<file path="config.mk">
export PLATFORM = sky130hd
export DESIGN_NAME = uart_frame_tx
export DESIGN_NICKNAME = d
export VERILOG_FILES = /design/src/rtl/uart_tx_pkg.sv /design/src/rtl/uart_lcr_regs.sv /design/src/rtl/uart_tx_core.sv /design/src/rtl/uart_frame_tx.sv
export SDC_FILE = /design/constraint.sdc
export NUM_CORES = 1
export LEC_CHECK = 0
export ABC_AREA = 1
export BUFFER_PORTS_ARGS = -buffer_cell sky130_fd_sc_hd__buf_4
export CAP_MARGIN = 25
export CORE_UTILIZATION = 49
export CTS_BUF_LIST = sky130_fd_sc_hd__clkbuf_16
export DETAILED_ROUTE_END_ITERATION = 12
export GPL_ROUTABILITY_DRIVEN = 1
export PLACE_DENSITY = 0.73
export SLEW_MARGIN = 20
export SYNTH_ARGS = -nofsm -noshare
export SYNTH_HDL_FRONTEND = slang
export SYNTH_HIERARCHICAL = 1
export SYNTH_SLANG_ARGS = --single-unit
</file>
<file path="constraint.sdc">
create_clock -name clk_i -period 1.5 [get_ports clk_i]
set_input_delay 0 -clock clk_i [delete_from_list [all_inputs] [get_ports clk_i]]
set_output_delay 0 -clock clk_i [all_outputs]
set_load 0.01 [all_outputs]
</file>
<file path="src/rtl/uart_tx_pkg.sv">
package uart_tx_pkg;
  localparam int REG_AW = 4;
  localparam int REG_DW = 32;
  localparam logic [REG_AW-1:0] OFS_DATA = 4'h0;
  localparam logic [REG_AW-1:0] OFS_IER  = 4'h4;
  localparam logic [REG_AW-1:0] OFS_LCR  = 4'hC;

  // packed MSB first: dlab is bit 7, wlen is bits 1:0
  typedef struct packed {
    logic       dlab;
    logic       brk;
    logic       stick;
    logic       even;
    logic       par_en;
    logic       stop_sel;
    logic [1:0] wlen;
  } lcr_t;

  typedef enum logic [2:0] {
    ST_IDLE, ST_START, ST_DATA, ST_PAR, ST_STOP
  } tx_state_e;
endpackage

</file>
<file path="src/rtl/uart_lcr_regs.sv">
module uart_lcr_regs
  import uart_tx_pkg::*;
(
  input  logic                clk_i,
  input  logic                rst_ni,
  input  logic                we_i,
  input  logic [REG_AW-1:0]   addr_i,
  input  logic [REG_DW-1:0]   wdata_i,
  output logic [REG_DW-1:0]   rdata_o,
  output lcr_t                lcr_o,
  output logic                thr_we_o,
  output logic [7:0]          thr_data_o,
  output logic [15:0]         divisor_o
);
  lcr_t       lcr_q;
  logic [7:0] dll_q, dlh_q, ier_q;

  always_ff @(posedge clk_i or negedge rst_ni) begin
    if (!rst_ni) begin
      lcr_q <= '0;
      dll_q <= '0;
      dlh_q <= '0;
      ier_q <= '0;
    end else if (we_i) begin
      unique case (addr_i)
        OFS_LCR:  lcr_q <= lcr_t'(wdata_i[7:0]);
        OFS_DATA: if (lcr_q.dlab) dll_q <= wdata_i[7:0];
        OFS_IER:  if (lcr_q.dlab) dlh_q <= wdata_i[7:0];
                  else            ier_q <= wdata_i[7:0];
        default: ;
      endcase
    end
  end

  assign thr_we_o   = we_i && (addr_i == OFS_DATA) && !lcr_q.dlab;
  assign thr_data_o = wdata_i[7:0];
  assign lcr_o      = lcr_q;
  assign divisor_o  = {dlh_q, dll_q};

  always_comb begin
    rdata_o = '0;
    unique case (addr_i)
      OFS_LCR:  rdata_o[7:0] = lcr_q;
      OFS_DATA: rdata_o[7:0] = lcr_q.dlab ? dll_q : 8'h00;
      OFS_IER:  rdata_o[7:0] = lcr_q.dlab ? dlh_q : ier_q;
      default: ;
    endcase
  end

  AST_LCR_WRITE: assert property (@(posedge clk_i) disable iff (!rst_ni)
    (we_i && addr_i == OFS_LCR) |=> (lcr_q == $past(wdata_i[7:0])));
endmodule

</file>
<file path="src/rtl/uart_tx_core.sv">
module uart_tx_core
  import uart_tx_pkg::*;
#(
  parameter int OVS = 16
) (
  input  logic       clk_i,
  input  logic       rst_ni,
  input  logic       tick_i,
  input  logic       load_i,
  input  logic [7:0] load_data_i,
  input  logic [1:0] wlen_i,
  input  logic       stop_sel_i,
  input  logic       par_en_i,
  input  logic       even_i,
  input  logic       stick_i,
  output logic       line_o,
  output logic       busy_o,
  output logic       empty_o
);
  localparam int CNT_W = $clog2(2 * OVS);
  localparam logic [CNT_W-1:0] BIT_LAST    = CNT_W'(OVS - 1);
  localparam logic [CNT_W-1:0] STOP15_LAST = CNT_W'(OVS + OVS / 2 - 1);
  localparam logic [CNT_W-1:0] STOP2_LAST  = CNT_W'(2 * OVS - 1);

  tx_state_e        state_q;
  logic [CNT_W-1:0] cnt_q, stop_last_q, cur_last;
  logic [2:0]       idx_q;
  logic [7:0]       shift_q, hold_q, mask;
  logic             hold_vld_q;
  logic [1:0]       wlen_q;
  logic             par_en_q, par_bit_q, par_calc, bit_done;

  // parity of the held byte, masked to the programmed length
  assign mask     = 8'hFF >> (2'd3 - wlen_i);
  assign par_calc = stick_i ? ~even_i
                  : (even_i ? ^(hold_q & mask) : ~^(hold_q & mask));
  assign cur_last = (state_q == ST_STOP) ? stop_last_q : BIT_LAST;
  assign bit_done = tick_i && (cnt_q == cur_last);

  always_ff @(posedge clk_i or negedge rst_ni) begin
    if (!rst_ni) begin
      state_q     <= ST_IDLE;
      cnt_q       <= '0;
      idx_q       <= '0;
      shift_q     <= '0;
      hold_q      <= '0;
      hold_vld_q  <= 1'b0;
      wlen_q      <= '0;
      par_en_q    <= 1'b0;
      par_bit_q   <= 1'b0;
      stop_last_q <= BIT_LAST;
    end else begin
      if (load_i && !hold_vld_q) begin
        hold_q     <= load_data_i;
        hold_vld_q <= 1'b1;
      end
      if (state_q == ST_IDLE) begin
        if (hold_vld_q) begin
          state_q     <= ST_START;
          cnt_q       <= '0;
          shift_q     <= hold_q;
          hold_vld_q  <= 1'b0;
          wlen_q      <= wlen_i;
          par_en_q    <= par_en_i;
          par_bit_q   <= par_calc;
          stop_last_q <= !stop_sel_i ? BIT_LAST
                       : (wlen_i == 2'd0 ? STOP15_LAST : STOP2_LAST);
        end
      end else if (tick_i) begin
        cnt_q <= bit_done ? '0 : cnt_q + 1'b1;
        if (bit_done) begin
          unique case (state_q)
            ST_START: begin
              state_q <= ST_DATA;
              idx_q   <= '0;
            end
            ST_DATA: begin
              shift_q <= shift_q >> 1;
              if (idx_q == 3'd4 + {1'b0, wlen_q})
                state_q <= par_en_q ? ST_PAR : ST_STOP;
              else
                idx_q <= idx_q + 1'b1;
            end
            ST_PAR:  state_q <= ST_STOP;
            default: state_q <= ST_IDLE;
          endcase
        end
      end
    end
  end

  always_comb begin
    unique case (state_q)
      ST_START: line_o = 1'b0;
      ST_DATA:  line_o = shift_q[0];
      ST_PAR:   line_o = par_bit_q;
      default:  line_o = 1'b1;
    endcase
  end

  assign busy_o  = (state_q != ST_IDLE);
  assign empty_o = !hold_vld_q && (state_q == ST_IDLE);

  AST_EMPTY_NOT_BUSY: assert property (@(posedge clk_i) disable iff (!rst_ni)
    empty_o |-> !busy_o);
  AST_CFG_HELD: assert property (@(posedge clk_i) disable iff (!rst_ni)
    (busy_o && $past(busy_o)) |-> ($stable(wlen_q) && $stable(par_en_q)
      && $stable(par_bit_q) && $stable(stop_last_q)));
  AST_NO_TICK_FREEZE: assert property (@(posedge clk_i) disable iff (!rst_ni)
    (busy_o && !tick_i) |=> ($stable(state_q) && $stable(cnt_q)));
endmodule

</file>
<file path="src/rtl/uart_frame_tx.sv">
module uart_frame_tx
  import uart_tx_pkg::*;
#(
  parameter int OVS = 16
) (
  input  logic        clk_i,
  input  logic        rst_ni,
  input  logic        baud_tick_i,
  input  logic        reg_we_i,
  input  logic [3:0]  reg_addr_i,
  input  logic [31:0] reg_wdata_i,
  output logic [31:0] reg_rdata_o,
  output logic [15:0] divisor_o,
  output logic        txd_o,
  output logic        busy_o,
  output logic        temt_o
);
  lcr_t       lcr;
  logic       thr_we, line;
  logic [7:0] thr_data;

  uart_lcr_regs u_regs (
    .clk_i      (clk_i),
    .rst_ni     (rst_ni),
    .we_i       (reg_we_i),
    .addr_i     (reg_addr_i),
    .wdata_i    (reg_wdata_i),
    .rdata_o    (reg_rdata_o),
    .lcr_o      (lcr),
    .thr_we_o   (thr_we),
    .thr_data_o (thr_data),
    .divisor_o  (divisor_o)
  );

  uart_tx_core #(.OVS(OVS)) u_core (
    .clk_i       (clk_i),
    .rst_ni      (rst_ni),
    .tick_i      (baud_tick_i),
    .load_i      (thr_we),
    .load_data_i (thr_data),
    .wlen_i      (lcr.wlen),
    .stop_sel_i  (lcr.stop_sel),
    .par_en_i    (lcr.par_en),
    .even_i      (lcr.even),
    .stick_i     (lcr.stick),
    .line_o      (line),
    .busy_o      (busy_o),
    .empty_o     (temt_o)
  );

  // break acts on the pin only
  assign txd_o = lcr.brk ? 1'b0 : line;

  AST_BREAK_SPACE: assert property (@(posedge clk_i) disable iff (!rst_ni)
    lcr.brk |-> !txd_o);
  AST_IDLE_MARK: assert property (@(posedge clk_i) disable iff (!rst_ni)
    (!busy_o && !lcr.brk) |-> txd_o);
endmodule

</file>
==> results.cfg, run 1 <==
[timing]
finalHoldViolCount = 0
slew_viol_final = 0
worstMarginPinSlew_ns = 0.517
min_period_ns = 1.61
slew_headroom = 0.655
tns_ns = -0.933
clock_skew_ns = 0.00368
worst_slack_ns = -0.106
timing.fmax_ghz = 0.623
period_share = 1.07
rsz0062_at_grt = yes
setup_viol = 17

[critical_path]
crit_end = u_core/cnt_q[4]$_DFFE_PN0P_
path_max_fanout = 6
r2r_start = u_core/state_q[0]$_DFFE_PN0P_
reg2regPathDepth = 7
cp-end-kind = flop
r2r_slack_ns = -0.11
cp-start-kind = flop
crit_top_cell = buf_4
cpMaxStageDelayCell = dfrtp_2
cp_cell_sequence = nor3_4 > buf_4 > buf_4 > o21ai_4 > nand4_1 > xor2_1 > nor2_1
cp-startpoint = u_core/state_q[0]$_DFFE_PN0P_
cpPeakStageDelay_ns = 0.43
rr_endpoint = u_core/cnt_q[4]$_DFFE_PN0P_
crit_type = reg -> reg
cp.required_ns = 1.70
arrival_ns = 1.81

[synth]
synth_warnings = 6
syn_inst = 473
netlist_top_cells_area = dfrtp_1, nand2_1, buf_4, nand3_1, inv_1
synth_common_cells = nand2_1, dfrtp_1, nand3_1
synth_top_area_share = 0.433
synthFlopType = dfrtp_1
yosys.area.top_type = dfrtp_1
async_flop_share = 1.00
synth-edff-count = 0
ys_seq_elements = 66
ys_types = 33
syn_area_um2 = 3760
synth.most_common_cell = nand2_1
yosysSeqAreaShare = 0.440
syn_area_per_cell_um2 = 7.94

[clock_tree]
cts_sinks = 66
cts_buffer_depth = 2
clkSlewWorstSetupHoldPaths_ns = 0.05
insertion_delay_ns = 0.33
numCtsBuffers = 9
root_buffer = clkbuf_16
htreeDepth = 3
cts_tree = done

[cells_and_area]
nets = 580
antenna_cells = 0
layout-drive-gt1-share = 0.234
nFillCells = 632
area_delta_synth_final_pct = 22.5
final_util = 0.628

[power_and_ir_drop]
cellInternalPower_uw = 4770
swShare = 0.373
seq_power_share = 0.363
p_comb_frac = 0.379
ir_drop_mv = 0.691
p_clk_frac = 0.258
p_leak_uw = 0.00235
switchingPower_uw = 2840
pwr_density_cell_nw_per_um2 = 1660

[placed_design]
gp_congestion = 0.889
dp_hpwl_um = 6310
io_buffers = 42

[floorplan]
core_area_um2 = 7330
die_w_um = 89.6
dieArea_um2 = 8020
placementRows = 31
die_h_um = 89.6
num_io_pins = 91
initial_core_util = 0.512

[grt]
grt_first_pass_wirelength_um = 14600
grt_util_all_layers = 0.250
grt_start_max_net_pins = 28
antenna_found_initial = 0
grt-ovfl-total = 0
grt_pass1_vias = 3077

[detailed_routing]
drtIter0Drc = 225
drt-vias-per-instance = 5.15
drt.antenna.violating_nets = 0
routed_wl_um = 9130
drc = 0
vias = 3302
dr.pass1.iters = 4
avgRoutedWirePerCell_um = 14.2

[run_status]
violations = negative setup slack
outcome = complete, but fails checks

[run]
drv_cap = 0

[worst_hold_path]
min_path_type = in -> reg
==> kinds of logic (layout without fill, tap and decap cells) <==
| kind of cell | count (synthesis) | in the layout | synth area share |
|---|---|---|---|
| xor+xnor | 9 | 9 | 0.0210 |
| compound gates | 46 | 46 | 0.0703 |
| fa+ha+maj | 2 | 2 | 0.00666 |
| mux | 5 | 5 | 0.0143 |
| simple gates | 259 | 260 | 0.319 |
| buf+inv | 85 | 130 | 0.128 |
| other cells | 1 | 24 | 0.000998 |
| flops | 66 | 66 | 0.440 |
==> cell usage in the layout (no fill, tap or decap), types with 9 or more instances in the layout <==
master and count:
buf_4 62, clkbuf_16 9, conb_1 24, dfrtp_1 61
dlygate4sd3_1 10, inv_1 39, nand2_1 146, nand3_1 52
nor2_1 17, o21ai_0 23
==> final cells by class <==
cell class / instances / area, um2 / area share
Inverter: 41 / 154 / 0.0334
Multi-Input combinational cell: 346 / 1790 / 0.390
Timing Repair Buffer: 74 / 597 / 0.130
Clock buffer: 9 / 225 / 0.0489
Tap cell: 99 / 124 / 0.0269
Clock inverter: 6 / 51.3 / 0.0111
Sequential cell: 66 / 1660 / 0.360
==> stage by stage <==
stage	power (uW)	cells	hold WS, ns	area [um2]	worst slack [ns]
floorplan	4420	496	-0.296	3840	-0.0944
global placement	5130	611	-0.0644	4100	-0.106
detailed placement	5260	611	-0.0592	4100	-0.261
CTS	7430	638	0.0812	4540	-0.0893
global route	8140	641	0.110	4600	-0.185
finish	7620	641	0.0888	4600	-0.106
==> worst max-delay path, delay by kind of cell (launching register included) <==
family	cells	cell delay, ns
simple gates	3	0.28
compound gates	1	0.29
flops	1	0.43
buf+inv	2	0.30
xor+xnor	1	0.18
==> metal layers <==
metal	track usage	vias to the layer above	wire length (um)
met1	0.315	1563	3970
met5	0	-	0
met3	0.0388	29	441
met2	0.409	115	4420
met4	0.140	0	297
li1	-	1595	-
==> worst min-delay path by stage <==
stage | start | end | cells after the start
floorplan | rst_ni | u_core/cnt_q[0]$_DFFE_PN0P_ | 0
global placement | rst_ni | u_core/cnt_q[1]$_DFFE_PN0P_ | 1
detailed placement | rst_ni | u_core/cnt_q[0]$_DFFE_PN0P_ | 1
CTS | reg_addr_i[0] | u_regs/dll_q[2]$_DFFE_PN0P_ | 6
global route | reg_addr_i[0] | u_regs/dll_q[3]$_DFFE_PN0P_ | 6
finish | reg_addr_i[0] | u_regs/dll_q[0]$_DFFE_PN0P_ | 6
==> power by group through the flow <==
| stage | sequential (uW) | clock, uW | combinational, uW |
|---|---|---|---|
| 2_1_floorplan | 2650 | 0 | 1770 |
| 3_3_place_gp | 2730 | 0 | 2400 |
| 3_5_place_dp | 2750 | 0 | 2510 |
| 4_1_cts | 2740 | 2000 | 2690 |
| 5_1_grt | 2820 | 2090 | 3230 |
| 6_report | 2760 | 1970 | 2890 |
==> registers in the layout (all words and copies together), names as in the netlist <==
name                count
u_core/cnt_q            5
u_core/hold_q           8
u_core/hold_vld_q       1
u_core/idx_q            3
u_core/par_bit_q        1
u_core/par_en_q         1
u_core/shift_q          8
u_core/state_q          3
u_core/stop_last_q      2
u_core/wlen_q           2
u_regs/dlh_q            8
u_regs/dll_q            8
u_regs/ier_q            8
u_regs/lcr_o            8
==> what timing repair did <==
| item | in CTS | in global routing |
|---|---|---|
| buffers inserted | 1 | 3 |
| pin swaps | 5 | 6 |
| setup endpoints to repair | 21 | 32 |
| gates cloned | 1 | 0 |
| hold buffers | 10 | 0 |
| hold endpoints to repair | 103 | 0 |
| resized for setup | 12 | 19 |
(Power assumes the default switching activity.)
==> run 2, diff against run 1 <==
--- a/config.mk
+++ b/config.mk
@@ -8,10 +8,12 @@
 export ABC_AREA = 1
 export BUFFER_PORTS_ARGS = -buffer_cell sky130_fd_sc_hd__buf_4
 export CAP_MARGIN = 25
+export CORE_MARGIN = 1.5
 export CORE_UTILIZATION = 49
 export CTS_BUF_LIST = sky130_fd_sc_hd__clkbuf_16
 export DETAILED_ROUTE_END_ITERATION = 12
 export GPL_ROUTABILITY_DRIVEN = 1
+export HOLD_SLACK_MARGIN = 0.15
 export PLACE_DENSITY = 0.73
 export SLEW_MARGIN = 20
 export SYNTH_ARGS = -nofsm -noshare
==> results.cfg, run 2 (synthesized netlist as in run 1, its figures left out) <==
[run_status]
outcome = complete, but fails checks
violations = negative setup slack

[grt]
grt_start_max_net_pins = 38
grt-ovfl-total = 0
antenna_found_initial = 0
grt_first_pass_wirelength_um = 16000
grt_pass1_vias = 3313
grt_util_all_layers = 0.245

[critical_path]
cp.depth = 8
arrival_ns = 1.94
cp-end-kind = flop
cp-start-kind = flop
cpMaxStageDelayCell = dfrtp_1
crit_family = simple AND/OR/NAND/NOR gates
reg2regPathDepth = 8
cp_cell_sequence = buf_6 > nor3_4 > buf_6 > nand2_4 > o21ai_4 > nand4_1 > xor2_1 > nor2_1
cp.required_ns = 1.70
cpPeakStageDelay_ns = 0.42
crit_type = reg -> reg
crit_top_cell = buf_6
path_buf_inv = 2
path_max_fanout = 6

[clock_tree]
numCtsBuffers = 9
htreeDepth = 3
cts_sinks = 66
cts_buffer_depth = 2
cts_tree = done
insertion_delay_ns = 0.33
root_buffer = clkbuf_16
clkSlewWorstSetupHoldPaths_ns = 0.05

[detailed_routing]
dr_wl_met3_um = 564
avgRoutedWirePerCell_um = 14.8
wl_met2_um = 4700
dr.pass1.iters = 5
wl_met1_um = 4150
top_layer_used = met4
drt-vias-per-instance = 5.17
drc = 0
drtIter0Drc = 215
routed_wl_um = 9700
drt.antenna.violating_nets = 0
vias = 3399

[timing]
worst_slack_ns = -0.235
setup_viol = 22
period_share = 1.16
tns_ns = -2.54
holdWs_ns = 0.170
slew_viol_final = 0
rsz0062_at_grt = yes
clock_skew_ns = 0.00745
min_period_ns = 1.73
finalHoldViolCount = 0
timing.fmax_ghz = 0.576

[cells_and_area]
layout.cells.most_common = nand2_1
area_delta_synth_final_pct = 28.9
antenna_cells = 0
layout-drive-gt1-share = 0.271
final_cell_mix = nand2_1, buf_4, dfrtp_1
nets = 597

[floorplan]
die_h_um = 90.6
dieArea_um2 = 8200
core_area_um2 = 7330
initial_core_util = 0.512
placementRows = 31
num_io_pins = 91
die_w_um = 90.6

[placed_design]
io_buffers = 42
dp_hpwl_um = 6280
dp_slack_ns = -0.185
gp_congestion = 0.883

[power_and_ir_drop]
pwr_density_cell_nw_per_um2 = 1680
ir_drop_mv = 0.738
p_leak_uw = 0.00243

[run]
drv_cap = 0

[worst_hold_path]
min_path_type = in -> async
run 2: layer usage:
layer / global-route usage / vias to the layer above
li1: - / 1633
met1: 0.324 / 1601
met2: 0.391 / 140
met3: 0.0370 / 25
met4: 0.123 / 0
met5: 0 / -
run 2: area by class of cell:
cell class | count | area (um2)
Timing Repair inverter | 1 | 7.51
Inverter | 41 | 168
Tap cell | 99 | 124
Clock inverter | 5 | 47.5
Multi-Input combinational cell | 346 | 1850
Fill cell | 609 | 2490
Clock buffer | 9 | 225
Sequential cell | 66 | 1660
Timing Repair Buffer | 90 | 761
run 2: metrics by stage:
step / cells / area, um2 / util / power (uW)
3_5_place_dp: 617 / 4140 / 0.564 / 5330
2_1_floorplan: 496 / 3840 / - / 4420
4_1_cts: 650 / 4660 / 0.636 / 7620
3_3_place_gp: 617 / 4140 / 0.564 / 5220
6_report: 657 / 4840 / 0.661 / 8140
5_1_grt: 657 / 4840 / 0.661 / 8680
run 2: timing repair:
action                                  in CTS  in global routing
endpoints found under the setup margin      21                 42
setup buffers                                2                  6
hold endpoints to repair                   110                  0
resized for setup                           19                 51
hold buffers                                16                  0
pin swaps                                    4                 10
cloned                                       1                  1
run 2: path summary, 6_finish.rpt:
| path | startpoint | end | slack, ns |
|---|---|---|---|
| hold reg to reg | u_regs/ier_q[7]$_DFFE_PN0P_ | u_regs/ier_q[7]$_DFFE_PN0P_ | 0.47 |
| setup reg to reg | u_core/state_q[0]$_DFFE_PN0P_ | u_core/cnt_q[3]$_DFFE_PN0P_ | -0.23 |
| min in group clk_i | reg_addr_i[1] | u_regs/lcr_o[7]$_DFFE_PN0P_ | 0.21 |
| max in group asynchronous | rst_ni | u_regs/dll_q[6]$_DFFE_PN0P_ | 0.78 |
| hold / removal | rst_ni | u_core/cnt_q[1]$_DFFE_PN0P_ | 0.17 |
| setup / recovery | u_core/state_q[0]$_DFFE_PN0P_ | u_core/cnt_q[3]$_DFFE_PN0P_ | -0.23 |
run 2: where the power goes:
| part | switching, uW | total, uW | internal [uW] |
|---|---|---|---|
| clock network | 710 | 1960 | 1250 |
| logic | 1880 | 3410 | 1520 |
| registers | 478 | 2780 | 2300 |
| total | 3070 | 8140 | 5070 |
==> run 3, diff against run 2 <==
--- a/config.mk
+++ b/config.mk
@@ -15,6 +15,7 @@
 export GPL_ROUTABILITY_DRIVEN = 1
 export HOLD_SLACK_MARGIN = 0.15
 export PLACE_DENSITY = 0.73
+export REMOVE_ABC_BUFFERS = 1
 export SLEW_MARGIN = 20
 export SYNTH_ARGS = -nofsm -noshare
 export SYNTH_HDL_FRONTEND = slang
==> results.cfg, run 3 (synthesized netlist as in run 1, its figures left out) <==
[grt]
grt-ovfl-total = 0
grt_start_max_net_pins = 39
grt_first_pass_wirelength_um = 14600
grtUsageMet2 = 0.390
grt_util_met1 = 0.270
use_met3 = 0.0311
grt_pass1_vias = 3128
busiest_layer = met2
grt_util_all_layers = 0.225
antenna_found_initial = 0

[floorplan]
core_area_um2 = 7330
num_io_pins = 91
placementRows = 31
die_w_um = 90.6
dieArea_um2 = 8200
die_h_um = 90.6
initial_core_util = 0.512

[critical_path]
r2r_start = u_core/state_q[0]$_DFFE_PN0P_
rr_endpoint = u_core/shift_q[5]$_DFFE_PN0P_
reg2regPathDepth = 7
cp.required_ns = 1.50
cp-end-kind = output pin
arrival_ns = 1.62
crit_type = reg -> out
path_max_fanout = 4
cp-start-kind = flop
r2r_slack_ns = -0.10

[clock_tree]
insertion_delay_ns = 0.33
cts_sinks = 66
cts_tree = done
clkSlewWorstSetupHoldPaths_ns = 0.05
root_buffer = clkbuf_16
htreeDepth = 3
cts_buffer_depth = 2
numCtsBuffers = 9

[timing]
period_share = 1.08
worstMarginPinSlew_ns = 0.531
finalHoldViolCount = 0
rsz0062_at_grt = yes
worst_slack_ns = -0.119
holdWs_ns = 0.185
slew_headroom = 0.645
slew_viol_final = 0
tns_ns = -0.861
setup_viol = 15
clock_skew_ns = 0.00534
min_period_ns = 1.62
timing.fmax_ghz = 0.618

[worst_hold_path]
min_path_type = in -> async

[cells_and_area]
final_util = 0.657
multiInputGateArea_um2 = 1840
final_cell_mix = nand2_1, dfrtp_1, buf_4
seq_area_um2 = 1660
layout.cells.most_common = nand2_1
antenna_cells = 0
nFillCells = 623
area_delta_synth_final_pct = 28.2
nets = 591
layout-drive-gt1-share = 0.265

[power_and_ir_drop]
p_comb_frac = 0.399
p_clk_frac = 0.258
seq_power_share = 0.343
switchingPower_uw = 3000
p_leak_uw = 0.00240
cellInternalPower_uw = 4990
pwr_density_cell_nw_per_um2 = 1660
swShare = 0.375
ir_drop_mv = 0.784

[detailed_routing]
drt-vias-per-instance = 5.03
drt.antenna.violating_nets = 0
drc = 0
drtIter0Drc = 130
vias = 3285
dr.pass1.iters = 4
routed_wl_um = 9000
avgRoutedWirePerCell_um = 13.8

[placed_design]
gp_congestion = 0.828
io_buffers = 42
dp_hpwl_um = 6010
dp_slack_ns = -0.160

[run_status]
violations = negative setup slack
outcome = complete, but fails checks

[run]
drv_cap = 0
## run 3: changes by cell type in the layout (fill, tap and decap cells not counted), moves of 2 or more
cell / previous run / this run
o21ai_1: 10 / 4
buf_4: 63 / 57
buf_12: 0 / 2
o21ai_0: 17 / 24
nand3_2: 7 / 5
clkinvlp_4: 2 / 5
nor3_2: 0 / 2
nand3_1: 50 / 52
## run 3: power by group through the flow
stage                     registers [uW]  logic, uW  clock network (uW)
after floorplan                     2710       1580                   0
after global placement              2700       2480                   0
after detailed placement            2720       2570                   0
after CTS                           2720       2890                2100
after global routing                2810       3510                2190
final                               2740       3180                2060
## run 3: area by class of cell
type,count,share of cell area
multi-input cells,346,0.382
flip-flops and latches,66,0.344
repair buffers,84,0.151
clock buffers,9,0.0468
inverters,41,0.0343
well taps,99,0.0257
clock inverters,7,0.0145
repair inverters,1,0.00156
## run 3: critical path: stages (launching register included)
cell     delay (ns)
dfrtp_2        0.45
buf_6          0.15
inv_1          0.12
nor2_4         0.05
buf_4          0.13
o22ai_2        0.10
inv_1          0.06
nor2_2         0.10
buf_4          0.13
## run 3: worst max path at each step
stage | from | end
after floorplan | u_core/state_q[0]$_DFFE_PN0P_ | u_core/shift_q[3]$_DFFE_PN0P_
after global routing | u_core/state_q[0]$_DFFE_PN0P_ | u_core/shift_q[3]$_DFFE_PN0P_
after detailed placement | u_core/state_q[1]$_DFFE_PN0P_ | u_core/shift_q[5]$_DFFE_PN0P_
final | u_core/state_q[1]$_DFFE_PN0P_ | txd_o
after CTS | u_core/state_q[0]$_DFFE_PN0P_ | txd_o
after global placement | u_core/state_q[1]$_DFFE_PN0P_ | u_core/shift_q[1]$_DFFE_PN0P_
## run 3: metrics by stage
stage	power (uW)	instances	cell area, um2
3_3_place_gp	5170	613	4120
3_5_place_dp	5290	613	4120
4_1_cts	7700	648	4680
2_1_floorplan	4290	452	3520
6_report	7990	653	4820
5_1_grt	8510	653	4820
## run 3: timing repair
action / in CTS / in global routing
hold buffers: 16 / 0
setup endpoints to repair: 22 / 40
pin swaps: 5 / 10
setup buffers: 2 / 5
resized for setup: 26 / 34
endpoints found under the hold margin: 109 / 0
cloned: 1 / 1
## run 3: routing by layer
metal / wire length [um] / up-vias
met5: 0 / -
met4: 273 / 0
met3: 334 / 21
met2: 4570 / 89
met1: 3820 / 1556
li1: - / 1619
